`config.mk`:
```
export PLATFORM = sky130hd
export DESIGN_NAME = int_divider
export DESIGN_NICKNAME = d
export VERILOG_FILES = /design/src/rtl/int_divider_pkg.sv /design/src/rtl/int_divider_prep.sv /design/src/rtl/int_divider_core.sv /design/src/rtl/int_divider_fix.sv /design/src/rtl/int_divider.sv
export SDC_FILE = /design/constraint.sdc
export NUM_CORES = 1
export LEC_CHECK = 0
export BUFFER_PORTS_ARGS = -buffer_cell sky130_fd_sc_hd__buf_2
export CORE_AREA = 8 8 105 107
export DETAILED_ROUTE_END_ITERATION = 16
export DIE_AREA = 0 0 113 115
export PLACE_DENSITY_LB_ADDON = 0.15
export SLEW_MARGIN = 20
export SYNTH_ARGS = -nofsm -noshare
export SYNTH_HDL_FRONTEND = slang
export SYNTH_SLANG_ARGS = --single-unit
```
`constraint.sdc`:
```
create_clock -name clk_i -period 5.2 [get_ports clk_i]
set_input_delay 0.52 -clock clk_i [delete_from_list [all_inputs] [get_ports clk_i]]
set_output_delay 0.52 -clock clk_i [all_outputs]
set_load 0.01 [all_outputs]
```
`src/rtl/int_divider_pkg.sv`:
```
package int_divider_pkg;
  typedef struct packed {
    logic sgn;    // signed operation
    logic neg_q;  // quotient to be negated
    logic neg_r;  // remainder to be negated
    logic ovf;    // magnitude quotient exceeds W bits
    logic dz;     // zero divisor
  } div_ctx_t;
endpackage

```
`src/rtl/int_divider_prep.sv`:
```
module int_divider_prep
  import int_divider_pkg::*;
#(
  parameter int W = 16
) (
  input  logic           wide_i,
  input  logic           signed_i,
  input  logic [2*W-1:0] dividend_i,
  input  logic [W-1:0]   divisor_i,
  output logic [W-1:0]   hi_mag_o,
  output logic [W-1:0]   lo_mag_o,
  output logic [W-1:0]   div_mag_o,
  output div_ctx_t       ctx_o
);
  localparam int DW = 2 * W;

  logic [DW-1:0] ext;
  logic [DW-1:0] dvd_mag;
  logic          dvd_neg;
  logic          dsr_neg;

  always_comb begin
    ext       = wide_i ? dividend_i
                       : {{W{signed_i & dividend_i[W-1]}}, dividend_i[W-1:0]};
    dvd_neg   = signed_i & ext[DW-1];
    dsr_neg   = signed_i & divisor_i[W-1];
    dvd_mag   = dvd_neg ? (~ext + 1'b1) : ext;
    div_mag_o = dsr_neg ? (~divisor_i + 1'b1) : divisor_i;
    hi_mag_o  = dvd_mag[DW-1:W];
    lo_mag_o  = dvd_mag[W-1:0];
    ctx_o.sgn   = signed_i;
    ctx_o.neg_q = dvd_neg ^ dsr_neg;
    ctx_o.neg_r = dvd_neg;
    ctx_o.dz    = (divisor_i == '0);
    ctx_o.ovf   = (dvd_mag[DW-1:W] >= div_mag_o);
  end
endmodule

```
`src/rtl/int_divider_core.sv`:
```
module int_divider_core
  import int_divider_pkg::*;
#(
  parameter int W = 16
) (
  input  logic         clk_i,
  input  logic         rst_ni,
  input  logic         start_i,
  input  logic [W-1:0] hi_mag_i,
  input  logic [W-1:0] lo_mag_i,
  input  logic [W-1:0] div_mag_i,
  input  div_ctx_t     ctx_i,
  output logic         busy_o,
  output logic         done_o,
  output logic [W-1:0] q_mag_o,
  output logic [W-1:0] r_mag_o,
  output div_ctx_t     ctx_o
);
  localparam int CW = $clog2(W + 1);
  localparam logic [CW-1:0] ITER = CW'(W);

  logic [W-1:0]  rem_q, acc_q, div_q;
  logic [CW-1:0] cnt_q;
  logic          busy_q, done_q;
  div_ctx_t      ctx_q;

  logic [W:0]    trial, diff;
  logic          ge;

  always_comb begin
    trial = {rem_q, acc_q[W-1]};
    diff  = trial - {1'b0, div_q};
    ge    = (trial >= {1'b0, div_q});
  end

  always_ff @(posedge clk_i or negedge rst_ni) begin
    if (!rst_ni) begin
      rem_q  <= '0;
      acc_q  <= '0;
      div_q  <= '0;
      cnt_q  <= '0;
      busy_q <= 1'b0;
      done_q <= 1'b0;
      ctx_q  <= '0;
    end else begin
      done_q <= 1'b0;
      if (!busy_q) begin
        if (start_i) begin
          rem_q  <= hi_mag_i;
          acc_q  <= lo_mag_i;
          div_q  <= div_mag_i;
          ctx_q  <= ctx_i;
          cnt_q  <= ITER;
          busy_q <= 1'b1;
        end
      end else begin
        rem_q <= ge ? diff[W-1:0] : trial[W-1:0];
        acc_q <= {acc_q[W-2:0], ge};
        cnt_q <= cnt_q - 1'b1;
        if (cnt_q == CW'(1)) begin
          busy_q <= 1'b0;
          done_q <= 1'b1;
        end
      end
    end
  end

  assign busy_o  = busy_q;
  assign done_o  = done_q;
  assign q_mag_o = acc_q;
  assign r_mag_o = rem_q;
  assign ctx_o   = ctx_q;

  p_busy_done_excl_r7: assert property (@(posedge clk_i) disable iff (!rst_ni)
    !(busy_q && done_q));
  p_done_pulse_r8: assert property (@(posedge clk_i) disable iff (!rst_ni)
    done_q |=> !done_q);
  p_last_iter_r6: assert property (@(posedge clk_i) disable iff (!rst_ni)
    (busy_q && cnt_q == CW'(1)) |=> done_q);
  p_start_ignored_r9: assert property (@(posedge clk_i) disable iff (!rst_ni)
    (busy_q && start_i) |=> ($stable(div_q) && $stable(ctx_q)));
  p_rem_bound_r2: assert property (@(posedge clk_i) disable iff (!rst_ni)
    (done_q && !ctx_q.ovf && !ctx_q.dz) |-> (rem_q < div_q));
  p_hold_r8: assert property (@(posedge clk_i) disable iff (!rst_ni)
    (!busy_q && !start_i && !done_q) |=> ($stable(acc_q) && $stable(rem_q)));
endmodule

```
`src/rtl/int_divider_fix.sv`:
```
module int_divider_fix
  import int_divider_pkg::*;
#(
  parameter int W = 16
) (
  input  logic [W-1:0] q_mag_i,
  input  logic [W-1:0] r_mag_i,
  input  div_ctx_t     ctx_i,
  output logic [W-1:0] quotient_o,
  output logic [W-1:0] remainder_o,
  output logic         overflow_o,
  output logic         div_zero_o
);
  localparam logic [W-1:0] HALF = {1'b1, {(W-1){1'b0}}};

  logic sgn_ovf;

  always_comb begin
    quotient_o  = ctx_i.neg_q ? (~q_mag_i + 1'b1) : q_mag_i;
    remainder_o = ctx_i.neg_r ? (~r_mag_i + 1'b1) : r_mag_i;
    sgn_ovf     = ctx_i.sgn & (ctx_i.neg_q ? (q_mag_i > HALF) : (q_mag_i >= HALF));
    overflow_o  = ctx_i.ovf | sgn_ovf;
    div_zero_o  = ctx_i.dz;
  end
endmodule

```
`src/rtl/int_divider.sv`:
```
module int_divider
  import int_divider_pkg::*;
#(
  parameter int W = 16
) (
  input  logic           clk_i,
  input  logic           rst_ni,
  input  logic           start_i,
  input  logic           wide_i,
  input  logic           signed_i,
  input  logic [2*W-1:0] dividend_i,
  input  logic [W-1:0]   divisor_i,
  output logic           busy_o,
  output logic           done_o,
  output logic [W-1:0]   quotient_o,
  output logic [W-1:0]   remainder_o,
  output logic           div_zero_o,
  output logic           overflow_o
);
  logic [W-1:0] hi_mag, lo_mag, div_mag, q_mag, r_mag;
  div_ctx_t     ctx_in, ctx_run;

  int_divider_prep #(.W(W)) u_prep (
    .wide_i(wide_i), .signed_i(signed_i), .dividend_i(dividend_i),
    .divisor_i(divisor_i), .hi_mag_o(hi_mag), .lo_mag_o(lo_mag),
    .div_mag_o(div_mag), .ctx_o(ctx_in)
  );

  int_divider_core #(.W(W)) u_core (
    .clk_i(clk_i), .rst_ni(rst_ni), .start_i(start_i),
    .hi_mag_i(hi_mag), .lo_mag_i(lo_mag), .div_mag_i(div_mag), .ctx_i(ctx_in),
    .busy_o(busy_o), .done_o(done_o), .q_mag_o(q_mag), .r_mag_o(r_mag),
    .ctx_o(ctx_run)
  );

  int_divider_fix #(.W(W)) u_fix (
    .q_mag_i(q_mag), .r_mag_i(r_mag), .ctx_i(ctx_run),
    .quotient_o(quotient_o), .remainder_o(remainder_o),
    .overflow_o(overflow_o), .div_zero_o(div_zero_o)
  );

  p_zero_flag_r3: assert property (@(posedge clk_i) disable iff (!rst_ni)
    (start_i && !busy_o) |=> (div_zero_o == ($past(divisor_i) == '0)));
  p_rem_sign_r4: assert property (@(posedge clk_i) disable iff (!rst_ni)
    (done_o && !div_zero_o && !overflow_o && ctx_run.neg_r && remainder_o != '0)
      |-> remainder_o[W-1]);
endmodule

```
* Word level (Yosys, flattened, before mapping)
Index checks and enable logic that the tools add are counted.
Operators by class: add/sub/neg operators 6, $lt $le $gt $ge 4, eq/ne operators 1, multiplexer cells 18, bitwise gates (word level) 11, reductions and logical operators 3
Operator list (count):
- 16-bit 2-to-1 mux | 8
- 32-bit 2-to-1 mux | 2
- 16-bit by 1-bit adder with 16-bit output (second input constant) | 3
- 16-bit NOT | 3
- 32-bit by 1-bit adder with 32-bit output (second input constant) | 1
- 32-bit NOT | 1
- 17-bit by 16-bit >= comparator with 1-bit output | 1
- 16-bit >= comparator | 1
- 16-bit >= comparator (second input constant) | 1
- 16-bit greater-than comparator (second input constant) | 1
- 16-bit logical NOT | 1
- 16-bit subtractor | 1
- 5-bit 2-to-1 mux | 2
- 1-bit 2-to-1 mux | 6
- 5-bit by 1-bit == test with 1-bit output (second input constant) | 1
- 5-bit by 1-bit subtractor with 5-bit output (second input constant) | 1
- 1-bit bitwise AND | 4
- 2-bit AND reduction | 1
- 2-bit nonzero test | 1
- 1-bit NOT | 1
- 1-bit OR | 1
- 1-bit bitwise XOR | 1
Word-level totals: register bits after elaboration 60, input port bits 53, output and inout port bits 36, word-level logic and storage cells 54

* Logic depth before layout (Yosys ltp)
depth after elaboration 7, gate-level depth with buffers 15, gate-level depth less buffers 14

* Hierarchy
Synthesis repeated with hierarchy kept, for this count alone.
Second synthesis, totals: cell total of the unflattened synthesis 757, area, all modules 6080.8 um^2
Modules (own cells, without submodules):
- int_divider_core | times used 1, cells an instance 399, area an instance 3652.3 um^2, sequential area each 1501.4 um^2
- int_divider_prep | times used 1, cells an instance 263, area an instance 1776.7 um^2, sequential area each 0.0 um^2
- int_divider_fix | times used 1, cells an instance 95, area an instance 651.9 um^2, sequential area each 0.0 um^2

* Worst setup path before layout
No wires, ideal clock.
kind input to register, start input port dividend_i[12], end register u_core.ctx_q, in the netlist u_core.ctx_o[1], setup time 0.130 ns, data arrival time 3.506 ns, data required time 5.070 ns, setup slack 1.564 ns, stages 14, path buffers 0, path through or4_4 -> or4b_4 -> or4_4 -> o21bai_1 -> nand2_1 -> xnor2_1 -> inv_1 -> ha_1 -> a21o_1 -> a21o_1 -> a21oi_1 -> nor2_1 -> a21oi_1 -> o21ai_0
Between the ends: longest elaborated chain between the ends 5
RTL lines:
- start, declared | line int_divider.sv:11 | input logic [2*W-1:0] dividend_i,
- 32-bit 2-to-1 mux | line int_divider_prep.sv:23 | ext = wide_i ? dividend_i
- 32-bit NOT | line int_divider_prep.sv:27 | dvd_mag = dvd_neg ? (~ext + 1'b1) : ext;
- 32-bit by 1-bit adder with 32-bit output | line int_divider_prep.sv:27
- 32-bit 2-to-1 mux | line int_divider_prep.sv:27
- 16-bit >= comparator | line int_divider_prep.sv:35 | ctx_o.ovf = (dvd_mag[DW-1:W] >= div_mag_o);
- end signal, assigned | line int_divider_core.sv:52 | ctx_q <= ctx_i;
- end, declared | line int_divider_core.sv:25 | div_ctx_t ctx_q;
Every way passes these cells. A chain may end at the register's enable or synchronous reset.

* Worst setup path after layout
Same ends and word-level chain as after synthesis.

==> out/summary.txt <==
outcome -> completed
number of buffers added for setup after CTS -> 0
total number of vias -> 5604
number of warning messages in the yosys log -> 0
pin count of the biggest net entering global routing -> 69
number of global-route vias before repair -> 5336
combined area of the multi-input logic cells -> 3860 um2
Total Routing Usage GR -> 25.8%
area occupied by registers -> 1500 um2
antenna violations before repair -> 0
effective utilization at floorplan -> 60.7%
FMAX -> 0.273 GHz
cell at the root of the clock tree -> clkbuf_8
First DRT Iteration DRCs -> 591
count of flip-flops with a built-in enable after synthesis -> 0
WL met1 -> 7680 um
number of hold violations in the final report -> 0
total count of max-transition violations in the final report -> 0
detailed-route wire length -> 16700 um
clock tree from TritonCTS -> done
max-capacitance violation count -> 0
required time reported for the critical path endpoint -> 5.43 ns
net count after synthesis -> 812
final routed wire length divided by cell count -> 18.6 um
worst clock skew -> 0.00969 ns
FF+latch count, synth -> 60
per-cell via count in the routed design -> 6.23
worst-case headroom to the max-slew limit -> 33.6%
kind of capture point of the worst setup path -> register
count of input and output buffers -> 88
worst endpoint data arrival time -> 3.89 ns
leakage -> 2.83 nW
CTS Buf Count -> 9
post-synthesis sequential area ratio -> 26.2%
Detail Route met3 WL -> 1100 um
CTS sink cnt -> 60
highest fanout seen on the critical path -> 4
post-route fraction of the period consumed by the critical path -> 70.4%
post-CTS sizing -> 0
Setup TNS -> 0 ns
cell area after placement -> 6100 um2
GR Overflow Total -> 0
setup repair after global routing missed its margin -> no
worst-case vdd ir drop -> 317 uV
post-synthesis area per instance -> 7.97 um2
Top-Level Pins -> 89
share of final-layout standard cells stronger than drive strength 1 -> 16.0%
critical path class -> primary input to register
number of buffers on the longest clock path -> 2
clock insertion delay at the later pin of the skew report -> 0.35 ns
Chip Height -> 115 um
number of search-and-repair iterations in the first detailed-routing pass -> 5
distinct cell type count after synthesis -> 61
main flop type after synthesis -> dfrtp_1
layout filler cell count -> 820
slew at the pin with the worst max-slew slack -> 0.984 ns
count of unresolved DRC violations after routing -> 0
Ant. Diodes -> 0
DR top layer -> met4
# H-tree levels -> 3
remaining antenna violation count -> 0
cells after synthesis -> 720
die span in x -> 113 um
total power -> 4.30 mW
synthesized area -> 5740 um2
final hold slack -> 0.308 ns
die footprint -> 13000 um2
fraction of synthesis flops using an asynchronous set or reset pin -> 100%
clock-pin slew on the worst setup and hold paths -> 0.08 ns
Net count, final -> 873
final weighted congestion of routability-driven global placement -> 1.01
Power per Cell Area -> 675 nW/um2
first-pass GRT wire length -> 26900 um
number of failing setup endpoints in the final timing report -> 0
floorplan row count -> 36
placed wire-length estimate -> 12800 um
final design instance area without fill -> 6360 um2
path category of the worst min-delay check -> primary input to asynchronous set/reset pin
Layout Area Growth over Synthesis -> 10.8%
CP startpoint kind -> primary input
CORE AREA -> 9460 um2
met2 WL -> 7480 um
quantity of hold-fixing buffers added after cts -> 0
final critical delay including setup and external delays -> 3.66 ns
## synth_stat cells (3+ instances only)
library cell,instances,area (um2)
a31oi_1,3,18.8
o31ai_1,14,105
o41ai_1,12,105
nand4_1,3,18.8
inv_1,32,120
dfrtp_1,60,1500
nor4_1,11,68.8
a21oi_1,49,245
nor3_1,20,100
nand2_1,93,349
or2_2,3,18.8
a22oi_1,4,30.0
a211oi_1,11,82.6
clkbuf_8,6,82.6
nand2b_1,7,43.8
nand3_1,10,50.1
nor2_1,49,184
a221oi_1,8,70.1
o22ai_1,3,18.8
xnor2_1,50,438
mux2i_1,18,180
clkbuf_1,32,120
o21a_1,4,30.0
or3_1,5,31.3
ha_1,38,475
xor2_1,30,263
nor2b_1,8,50.1
a21o_1,14,105
or4_1,3,22.5
and2_1,9,56.3
o21ai_0,65,325
or3_2,4,30.0
## worst max-delay path, stage by stage
cell and delay (ns):
buf_2 0.12, or4_4 0.54, or4b_4 0.56, nor4_1 0.72, a21oi_1 0.16, xor2_1 0.20, and2_1 0.17, ha_1 0.19
a21o_1 0.16, a21oi_1 0.16, nor2b_1 0.06, a211oi_1 0.19, o21ai_0 0.12
## state kept, by name, summed over array words and instances, names as in the netlist
register and cells:
u_core.busy_o 1, u_core.ctx_o 5, u_core.div_q 16, u_core.q_mag_o 16
u_core.done_o 1, u_core.r_mag_o 16, u_core.cnt_q 5
## through the flow
step / setup WS, ns / util [%] / instances
floorplan: 1.56 / - / 720
global route: 1.38 / 67.2 / 900
finish: 1.54 / 67.2 / 900
global placement: 1.28 / 64.5 / 884
CTS: 1.56 / 67.2 / 900
detailed placement: 1.20 / 64.5 / 884
## metal layers
layer / GRT usage (%) / vias to the layer above
met3: 4.73 / 31
met5: 0 / -
met4: 10.1 / 0
met2: 40.6 / 229
li1: - / 2702
met1: 34.3 / 2642
## placed cells by master, fill, tap and decap left out, types with 8 or more instances in the layout
cell type / netlist / layout
nand2_1: 93 / 93
buf_2: 0 / 88
o21ai_0: 65 / 65
dfrtp_1: 60 / 59
xnor2_1: 50 / 50
a21oi_1: 49 / 49
nor2_1: 49 / 49
ha_1: 38 / 38
inv_1: 32 / 32
xor2_1: 30 / 30
nor3_1: 20 / 20
mux2i_1: 18 / 18
o31ai_1: 14 / 14
a21o_1: 14 / 14
o41ai_1: 12 / 12
nor4_1: 11 / 11
a211oi_1: 11 / 11
clkbuf_8: 6 / 11
nand3_1: 10 / 10
and2_1: 9 / 9
nor2b_1: 8 / 8
a221oi_1: 8 / 8
## cells by family (layout without fill, tap and decap cells)
family                     after synthesis  after routing  synth area share (%)
buffers and inverters                   75            141                  6.60
AOI/OAI and AO/OA                      209            209                  23.2
adders and majority gates               39             39                  8.63
DFF                                     60             60                  26.2
xor gates and xnor gates                80             80                  12.2
and+or+nand+nor                        238            238                  19.9
muxes                                   19             19                  3.33
## final cells by class
cell class	count	area share (%)
flip-flops and latches	60	23.6
repair buffers	93	7.51
multi-input cells	585	60.7
clock buffers	11	2.38
well taps	114	2.24
inverters	32	1.89
clock inverters	5	1.67
## power breakdown
group | total (mW) | internal (mW) | switching, mW | leakage, nW
sequential | 1.04 | 0.711 | 0.330 | 0.715
combinational | 2.70 | 1.20 | 1.50 | 1.99
clock | 0.557 | 0.346 | 0.211 | 0.126
## path summary, 6_finish.rpt
check                      cells past startpoint                     startpoint                             to  slack, ns
max in group asynchronous                      2                         rst_ni        u_core.busy_o$_DFF_PN0_       4.29
setup reg to reg                               8  u_core.r_mag_o[0]$_DFFE_PN0P_  u_core.r_mag_o[5]$_DFFE_PN0P_       1.71
hold / removal                                 2                         rst_ni  u_core.r_mag_o[4]$_DFFE_PN0P_       0.31
min in group clk_i                             2   u_core.div_q[14]$_DFFE_PN0P_   u_core.div_q[14]$_DFFE_PN0P_       0.48
setup / recovery                              13                 dividend_i[12]    u_core.ctx_o[1]$_DFFE_PN0P_       1.54
hold reg to reg                                2   u_core.div_q[14]$_DFFE_PN0P_   u_core.div_q[14]$_DFFE_PN0P_       0.48
Note: power is estimated with default switching activity, not from simulation.
